**src/rtl/pci_win_bar_pkg.sv**
```systemverilog
package pci_win_bar_pkg;
  localparam int unsigned WORD_W = 32;
  localparam int unsigned CODE_W = 5;

  // clamp a size code into [min_l2, WORD_W-1]
  function automatic logic [5:0] win_log2(input logic [CODE_W-1:0] code,
                                          input int unsigned min_l2);
    logic [5:0] v;
    v = {1'b0, code};
    if (v < 6'(min_l2)) v = 6'(min_l2);
    if (v > 6'(WORD_W - 1)) v = 6'(WORD_W - 1);
    return v;
  endfunction

  // ones on the address bits that are compared against the base
  function automatic logic [WORD_W-1:0] upper_mask(input logic [5:0] l2);
    return {WORD_W{1'b1}} << l2;
  endfunction

  function automatic logic [WORD_W-1:0] flip_bits(input logic [WORD_W-1:0] x);
    logic [WORD_W-1:0] r;
    for (int i = 0; i < WORD_W; i++) r[i] = x[WORD_W-1-i];
    return r;
  endfunction
endpackage

```
**src/rtl/pci_win_bar_regs.sv**
```systemverilog
module pci_win_bar_regs
  import pci_win_bar_pkg::*;
#(
  parameter int unsigned BASE_LSB = 16,
  parameter int unsigned PF_BIT   = 3
) (
  input  logic                       clk,
  input  logic                       rst_n,
  input  logic                       pf_ovr,
  input  logic                       pf_ovr_val,
  input  logic                       bar_wr_en,
  input  logic                       cfg_wr,
  input  logic [WORD_W-1:0]          cfg_wdata,
  input  logic                       lb_wr,
  input  logic [WORD_W-1:0]          lb_wdata,
  output logic [WORD_W-BASE_LSB-1:0] base_o,
  output logic                       written_o,
  output logic [WORD_W-1:0]          cfg_rdata,
  output logic [WORD_W-1:0]          lb_rdata
);
  localparam int unsigned BASE_W = WORD_W - BASE_LSB;

  logic [BASE_W-1:0] base_q;
  logic              pf_q;
  logic              written_q;
  logic [WORD_W-1:0] lb_as_pci;
  logic              cfg_take, lb_take;

  assign lb_as_pci = flip_bits(lb_wdata);
  assign cfg_take  = cfg_wr & bar_wr_en;
  assign lb_take   = lb_wr & bar_wr_en;

  always_ff @(posedge clk) begin
    if (!rst_n) begin
      base_q    <= '0;
      pf_q      <= pf_ovr ? pf_ovr_val : 1'b1;
      written_q <= 1'b0;
    end else begin
      if (lb_take)       base_q <= lb_as_pci[WORD_W-1:BASE_LSB];
      else if (cfg_take) base_q <= cfg_wdata[WORD_W-1:BASE_LSB];
      if (lb_take)       pf_q   <= lb_as_pci[PF_BIT];
      if (cfg_take || lb_take) written_q <= 1'b1;
    end
  end

  always_comb begin
    cfg_rdata                      = '0;
    cfg_rdata[WORD_W-1:BASE_LSB]   = base_q;
    cfg_rdata[PF_BIT]              = pf_q;
  end
  assign lb_rdata  = flip_bits(cfg_rdata);
  assign base_o    = base_q;
  assign written_o = written_q;


  gated_base_chk: assert property (@(posedge clk) disable iff (!rst_n)
    !bar_wr_en |=> $stable(base_q) && $stable(pf_q) && $stable(written_q));

  pf_side_chk: assert property (@(posedge clk) disable iff (!rst_n)
    !(lb_wr && bar_wr_en) |=> $stable(pf_q));

  written_sticky_chk: assert property (@(posedge clk) disable iff (!rst_n)
    written_q |=> written_q);
endmodule

```
**src/rtl/pci_win_bar_decode.sv**
```systemverilog
module pci_win_bar_decode
  import pci_win_bar_pkg::*;
#(
  parameter int unsigned BASE_LSB  = 16,
  parameter int unsigned LOCAL_L2  = 12
) (
  input  logic                       clk,
  input  logic                       rst_n,
  input  logic [WORD_W-BASE_LSB-1:0] base,
  input  logic                       written,
  input  logic                       zero_base_ok,
  input  logic [CODE_W-1:0]          size_sel,
  input  logic                       mem_vld,
  input  logic [WORD_W-1:0]          mem_addr,
  output logic                       hit,
  output logic                       route_fwd
);
  logic [5:0]        l2;
  logic [WORD_W-1:0] msk, base_addr, offset;
  logic              dec_en, match, in_queue;
  logic              hit_q, route_q;

  assign l2        = win_log2(size_sel, BASE_LSB);
  assign msk       = upper_mask(l2);
  assign base_addr = {base, {BASE_LSB{1'b0}}};
  assign dec_en    = written && ((base != '0) || zero_base_ok);
  assign match     = ((mem_addr ^ base_addr) & msk) == '0;
  assign offset    = mem_addr & ~msk;
  assign in_queue  = offset < (WORD_W'(1) << LOCAL_L2);

  always_ff @(posedge clk) begin
    if (!rst_n) begin
      hit_q   <= 1'b0;
      route_q <= 1'b0;
    end else begin
      hit_q   <= mem_vld && dec_en && match;
      route_q <= mem_vld && dec_en && match && !in_queue;
    end
  end
  assign hit       = hit_q;
  assign route_fwd = route_q;


  unwritten_quiet_chk: assert property (@(posedge clk) disable iff (!rst_n)
    !written |=> !hit_q);

  zero_base_chk: assert property (@(posedge clk) disable iff (!rst_n)
    (base == '0 && !zero_base_ok) |=> !hit_q);

  idle_quiet_chk: assert property (@(posedge clk) disable iff (!rst_n)
    !mem_vld |=> !hit_q && !route_q);

  route_needs_hit_chk: assert property (@(posedge clk) disable iff (!rst_n)
    route_q |-> hit_q);
endmodule

```
**src/rtl/pci_win_bar.sv**
```systemverilog
module pci_win_bar
  import pci_win_bar_pkg::*;
#(
  parameter int unsigned BASE_LSB = 16,
  parameter int unsigned LOCAL_L2 = 12,
  parameter int unsigned PF_BIT   = 3
) (
  input  logic        clk,
  input  logic        rst_n,
  input  logic        pf_ovr,
  input  logic        pf_ovr_val,
  input  logic        bar_wr_en,
  input  logic        zero_base_ok,
  input  logic [4:0]  size_sel,
  input  logic        cfg_wr,
  input  logic [31:0] cfg_wdata,
  input  logic        lb_wr,
  input  logic [31:0] lb_wdata,
  output logic [31:0] cfg_rdata,
  output logic [31:0] lb_rdata,
  input  logic        mem_vld,
  input  logic [31:0] mem_addr,
  output logic        hit,
  output logic        route_fwd
);
  logic [WORD_W-BASE_LSB-1:0] base_w;
  logic                       written_w;

  pci_win_bar_regs #(.BASE_LSB(BASE_LSB), .PF_BIT(PF_BIT)) u_regs (
    .clk(clk), .rst_n(rst_n), .pf_ovr(pf_ovr), .pf_ovr_val(pf_ovr_val),
    .bar_wr_en(bar_wr_en), .cfg_wr(cfg_wr), .cfg_wdata(cfg_wdata),
    .lb_wr(lb_wr), .lb_wdata(lb_wdata), .base_o(base_w),
    .written_o(written_w), .cfg_rdata(cfg_rdata), .lb_rdata(lb_rdata)
  );

  pci_win_bar_decode #(.BASE_LSB(BASE_LSB), .LOCAL_L2(LOCAL_L2)) u_dec (
    .clk(clk), .rst_n(rst_n), .base(base_w), .written(written_w),
    .zero_base_ok(zero_base_ok), .size_sel(size_sel), .mem_vld(mem_vld),
    .mem_addr(mem_addr), .hit(hit), .route_fwd(route_fwd)
  );
endmodule

```
**config.mk**
```make
export PLATFORM = sky130hd
export DESIGN_NAME = pci_win_bar
export DESIGN_NICKNAME = d
export VERILOG_FILES = /design/src/rtl/pci_win_bar_pkg.sv /design/src/rtl/pci_win_bar_regs.sv /design/src/rtl/pci_win_bar_decode.sv /design/src/rtl/pci_win_bar.sv
export SDC_FILE = /design/constraint.sdc
export NUM_CORES = 1
export LEC_CHECK = 0
export CORE_UTILIZATION = 35
export DETAILED_ROUTE_END_ITERATION = 12
export PLACE_DENSITY = 0.83
export RECOVER_POWER = 50
export SYNTH_ARGS = -nofsm -noshare
export SYNTH_HDL_FRONTEND = slang
export SYNTH_HIERARCHICAL = 1
export SYNTH_SLANG_ARGS = --single-unit
```
**constraint.sdc**
```tcl
create_clock -name clk -period 1.66 [get_ports clk]
set_input_delay 0.249 -clock clk [delete_from_list [all_inputs] [get_ports clk]]
set_output_delay 0.249 -clock clk [all_outputs]
set_load 0.1 [all_outputs]
```
== Yosys cells after proc, flatten, opt, wreduce, memory -nomap -nowiden ==
Index checks and enable logic that the tools add are counted.
W data, S select, Z words.

* Output and inout bits: 66
* Register bits: 20
* Word-level logic and storage cells: 33

* Reductions and logical operators: 10
* Equality and inequality tests: 1
* Bitwise gates (word level): 6
* Order comparisons: 3
* Shift-type cells: 1
* Multiplexer cells: 7

{| class="wikitable"
|+ Operators with widths
! cell !! count
|-
| $and A32 B32 Y32 || 2
|-
| $logic_not A32 Y1 || 1
|-
| $lt A32 B13 Y1 const B || 1
|-
| $mux W16 || 2
|-
| $not A32 Y32 || 1
|-
| $shl A32 B5 Y32 const A || 1
|-
| $xor A32 B32 Y32 || 1
|-
| $reduce_bool A16 Y1 || 1
|-
| $mux W5 || 2
|-
| $gt A5 B5 Y1 const B || 1
|-
| $lt A5 B5 Y1 const B || 1
|-
| $logic_and A1 B1 Y1 || 4
|-
| $mux W1 || 3
|-
| $and A1 B1 Y1 || 2
|-
| $logic_or A1 B1 Y1 || 2
|-
| $ne A2 B1 Y1 const B || 1
|-
| $reduce_bool A2 Y1 || 1
|-
| $logic_not A1 Y1 || 1
|}

== Longest topological paths before layout ==
* Depth in word-level cells: 10
* Mapped depth: 7

== Hierarchy ==
The synthesis kept the hierarchy.

{| class="wikitable"
|+ By module, submodules not included
! module !! cells each !! sequential area each (sq um) !! times used !! area each (sq um)
|-
| pci_win_bar_regs || 165 || 370.4 || 1 || 1,642.8
|-
| pci_win_bar_decode || 88 || 40.0 || 1 || 684.4
|}

== Worst setup path before layout ==
OpenSTA, ideal clock, no wires.

* Path kind: input-to-reg
* From: in size_sel[2]
* To: reg u_dec.route_q, in the netlist u_dec/route_fwd
* Slack: 206 ps
* Required time: 1,531 ps
* Stages on the path: 6
* Arrival: 1,325 ps
* Library setup time: 129 ps
* Cells stage by stage: buf_4 -> or3_2 -> o21ai_1 -> o22ai_1 -> a211oi_1 -> a211oi_1

* Longest elaborated chain between the ends: 10
* Elaborated cells between the ends (all ways): 13
* Classes of those cells: order compare (3); shift (1); mux (2); bitwise (3); reduce/logical (4)

{| class="wikitable"
|+ RTL lines
! element !! line !! RTL
|-
| from (decl) || pci_win_bar.sv:14 || <nowiki>input logic [4:0] size_sel,</nowiki>
|-
| $lt A5 B5 Y1 || pci_win_bar_pkg.sv:10 || <nowiki>if (v < 6'(min_l2)) v = 6'(min_l2);</nowiki>
|-
| $mux W5 (*) || pci_win_bar_pkg.sv:10 ||
|-
| $gt A5 B5 Y1 || pci_win_bar_pkg.sv:11 || <nowiki>if (v > 6'(WORD_W - 1)) v = 6'(WORD_W - 1);</nowiki>
|-
| $mux W5 (*) || pci_win_bar_pkg.sv:11 ||
|-
| $shl A32 B5 Y32 (*) || pci_win_bar_pkg.sv:17 || <nowiki>return {WORD_W{1'b1}} << l2;</nowiki>
|-
| $not A32 Y32 || pci_win_bar_decode.sv:28 || <nowiki>assign offset = mem_addr & ~msk;</nowiki>
|-
| $and A32 B32 Y32 || pci_win_bar_decode.sv:28 ||
|-
| $lt A32 B13 Y1 || pci_win_bar_decode.sv:29 || <nowiki>assign in_queue = offset < (WORD_W'(1) << LOCAL_L2);</nowiki>
|-
| $logic_not A1 Y1 || pci_win_bar_decode.sv:37 || <nowiki>route_q <= mem_vld && dec_en && match && !in_queue;</nowiki>
|-
| $logic_and A1 B1 Y1 (*) || pci_win_bar_decode.sv:37 ||
|-
| to (signal assigned) || pci_win_bar_decode.sv:37 ||
|-
| to (decl) || pci_win_bar_decode.sv:21 || <nowiki>logic hit_q, route_q;</nowiki>
|}

Mark *: on every way between the ends. The rest lies on a longest branch, timed or not.
A chain may end at the register's enable or synchronous reset.

== Worst setup path after layout ==
Ends and elaborated chain as after synthesis.

==> flow_summary.toml <==
[finish]
nets = 472
fin_util = 0.555
n_antenna_cell = 0
drive_gt1_frac = 0.321
final_common_cell = "clkdlybuf4s50_1"
mostFrequentLayoutCells = "clkdlybuf4s50_1, buf_4, conb_1"
syn_to_final_growth_pct = 52.4
final_area_mm2 = 0.00355
fillers = 570

[synth]
ys_ff_latch = 20
syn_area_mm2 = 0.00233
synth_flop_cell = "dfxtp_1"
synth_warnings = 6
synth_top_area_frac = 0.213
synthTopCellsByArea = "buf_4, dfxtp_1, nand4bb_1, mux2i_1, o211ai_2"
syn_inst = 253
synth.distinct_cells = 52
async_reset_ff_frac = 0
syn_avg_cell_area_um2 = 9.20
synth_enable_flop_cells = 1
ys_seq_area_frac = 0.176
synth_top_cell_by_area = "buf_4"

[floorplan]
dieArea_mm2 = 0.00698
pin_count = 176
fp.dieW_um = 83.5
initial_core_util = 0.364
die_h_um = 83.5
std_cell_rows = 29
coreArea_mm2 = 0.00639

[placement]
port_buffers = 102
dp_hpwl_mm = 5.33
place_congestion = 0.809
dp_slack_ps = -447
placed_area_mm2 = 0.00366

[critical_path]
criticalPathCategory = "in -> reg"
critPathLaunchType = "input pin"
slowest_stage = "or3_4"
endpoint_kind = "flop"
required_ps = 1800
max_stage_delay_ps = 370
critical_path.max_fanout = 6
path_cells = "dlygate4sd2_1, buf_6, buf_6, or3_4, o21ai_2, o22ai_1, a211oi_2, a211oi_2"
cp.arrival_ps = 1710

[power_and_ir_drop]
pwr_density_cell_mw_per_mm2 = 718
p_leak_nw = 1.53
ir_worst_vdd_mv = 0.463

[global_routing]
antenna_found_initial = 0
grt_first_pass_wirelength_mm = 10.5
grt_max_degree = 20
grt-ovfl-total = 0
track_usage = 0.185
grt_pass1_vias = 2138

[sta]
max-slew-margin-rel = 0.636
fin_skew_ps = 3.09
grt_setup_unrepaired = "false"
setup_slack_ps = 91.0
worstMarginPinSlew_ps = 548
hold_violations = 0
setup-violations-final = 0
fin_crit_ps = 1570
post-route-period-util = 0.945
timing.fmax_ghz = 0.637
setup_tns_ps = 0
slew_violations = 0

[drt]
wl_mm = 6.69
route.detailed.drc = 0
drtIter0Drc = 117
drtAntennaViolNets = 0
first_pass_iters = 4
vias_per_cell = 5.06
vias = 2218
avgRoutedWirePerCell_um = 15.3

[clock_network]
path_clk_slew_ps = 80
cts_sinks = 20
cts_tree = "built"
h-tree-depth = 1
root_buffer = "clkbuf_8"
clockBufferDepth = 2
cts_buffers = 3
clk_latency_ps = 260

[status]
status = "completed"

[job]
drv_cap = 0

[worst_hold_path]
hold_class = "reg -> reg"
==> worst max-delay path: cells and delay by family <==
kind | cells | cell delay (ps)
AO/OA/AOI/OAI | 4 | 620
buffers and inverters | 3 | 480
AND/OR/NAND/NOR | 1 | 370
==> worst paths after layout <==
path	from	endpoint	slack (ps)	cells past startpoint
worst max-delay path	size_sel[2]	u_dec/route_fwd	90	8
worst max register to register	u_regs/base_o[14]	u_dec/hit	170	5
worst min-delay path	u_regs/written_o	u_regs/written_o	490	1
worst min register to register	u_regs/written_o	u_regs/written_o	490	1
==> final cells by class <==
cell class	count	area, um2	area share
inverter	1	3.75	0.00106
timing repair buffer	156	1570	0.444
sequential	20	410	0.116
clock buffer	4	55.1	0.0155
multi-input combinational	180	1410	0.397
tap	77	96.3	0.0272
==> repair_timing <==
item / 4_1_cts / 5_1_grt
pin swaps: 7 / 5
setup endpoints to repair: 2 / 1
gates resized for setup: 17 / 10
setup buffers: 4 / 0
hold buffers: 0 / 0
gates cloned: 1 / 0
==> cell families (layout without fill, tap and decap cells) <==
| logic type | after synthesis | after routing | share of synthesized area |
|---|---|---|---|
| other cells | 1 | 30 | 0.00161 |
| buf+inv | 82 | 161 | 0.279 |
| xor+xnor | 16 | 16 | 0.0602 |
| compound gates | 58 | 58 | 0.220 |
| mux | 15 | 15 | 0.0645 |
| flops | 20 | 20 | 0.176 |
| simple gates | 61 | 61 | 0.198 |
==> where the power goes <==
part | leakage, nW | switching [mW] | total [mW] | internal (mW)
logic | 1.33 | 1.08 | 1.60 | 0.527
registers | 0.166 | 0.0337 | 0.552 | 0.518
clock network | 0.0288 | 0.178 | 0.389 | 0.211
==> registers in the layout (all words and copies together), names as in the netlist <==
register          flops
u_dec/route_fwd       1
u_regs/base_o        16
u_regs/pf_q           1
u_dec/hit             1
u_regs/written_o      1
==> metrics by stage <==
step | power [mW] | hold slack, ps | std cells
floorplan | 1.77 | 440 | 282
global placement | 2.24 | 451 | 429
detailed placement | 2.25 | 485 | 429
CTS | 2.65 | 504 | 438
global route | 2.63 | 522 | 438
finish | 2.55 | 494 | 438
==> synth_stat cells, drive strengths merged (2+ instances only) <==
cell type  number
a31oi           4
nand4bb        16
xor2            8
o21ai           5
clkbuf          5
nor4            6
nand3b         16
a21oi           8
dfxtp          19
a221o           2
a22o            2
a211oi          4
buf            76
nand2           4
o21a            3
xnor2           8
nand4           2
nor2            9
mux2i          15
a211o           3
o211ai         18
==> routing by layer <==
metal / up-vias / part of all wire / global-route usage
met5: - / 0 / 0
met4: 0 / 0.020 / 0.0370
met3: 12 / 0.071 / 0.0386
met2: 112 / 0.49 / 0.335
met1: 1034 / 0.41 / 0.225
li1: 1060 / - / -
Power figures use the tool's default switching activity.
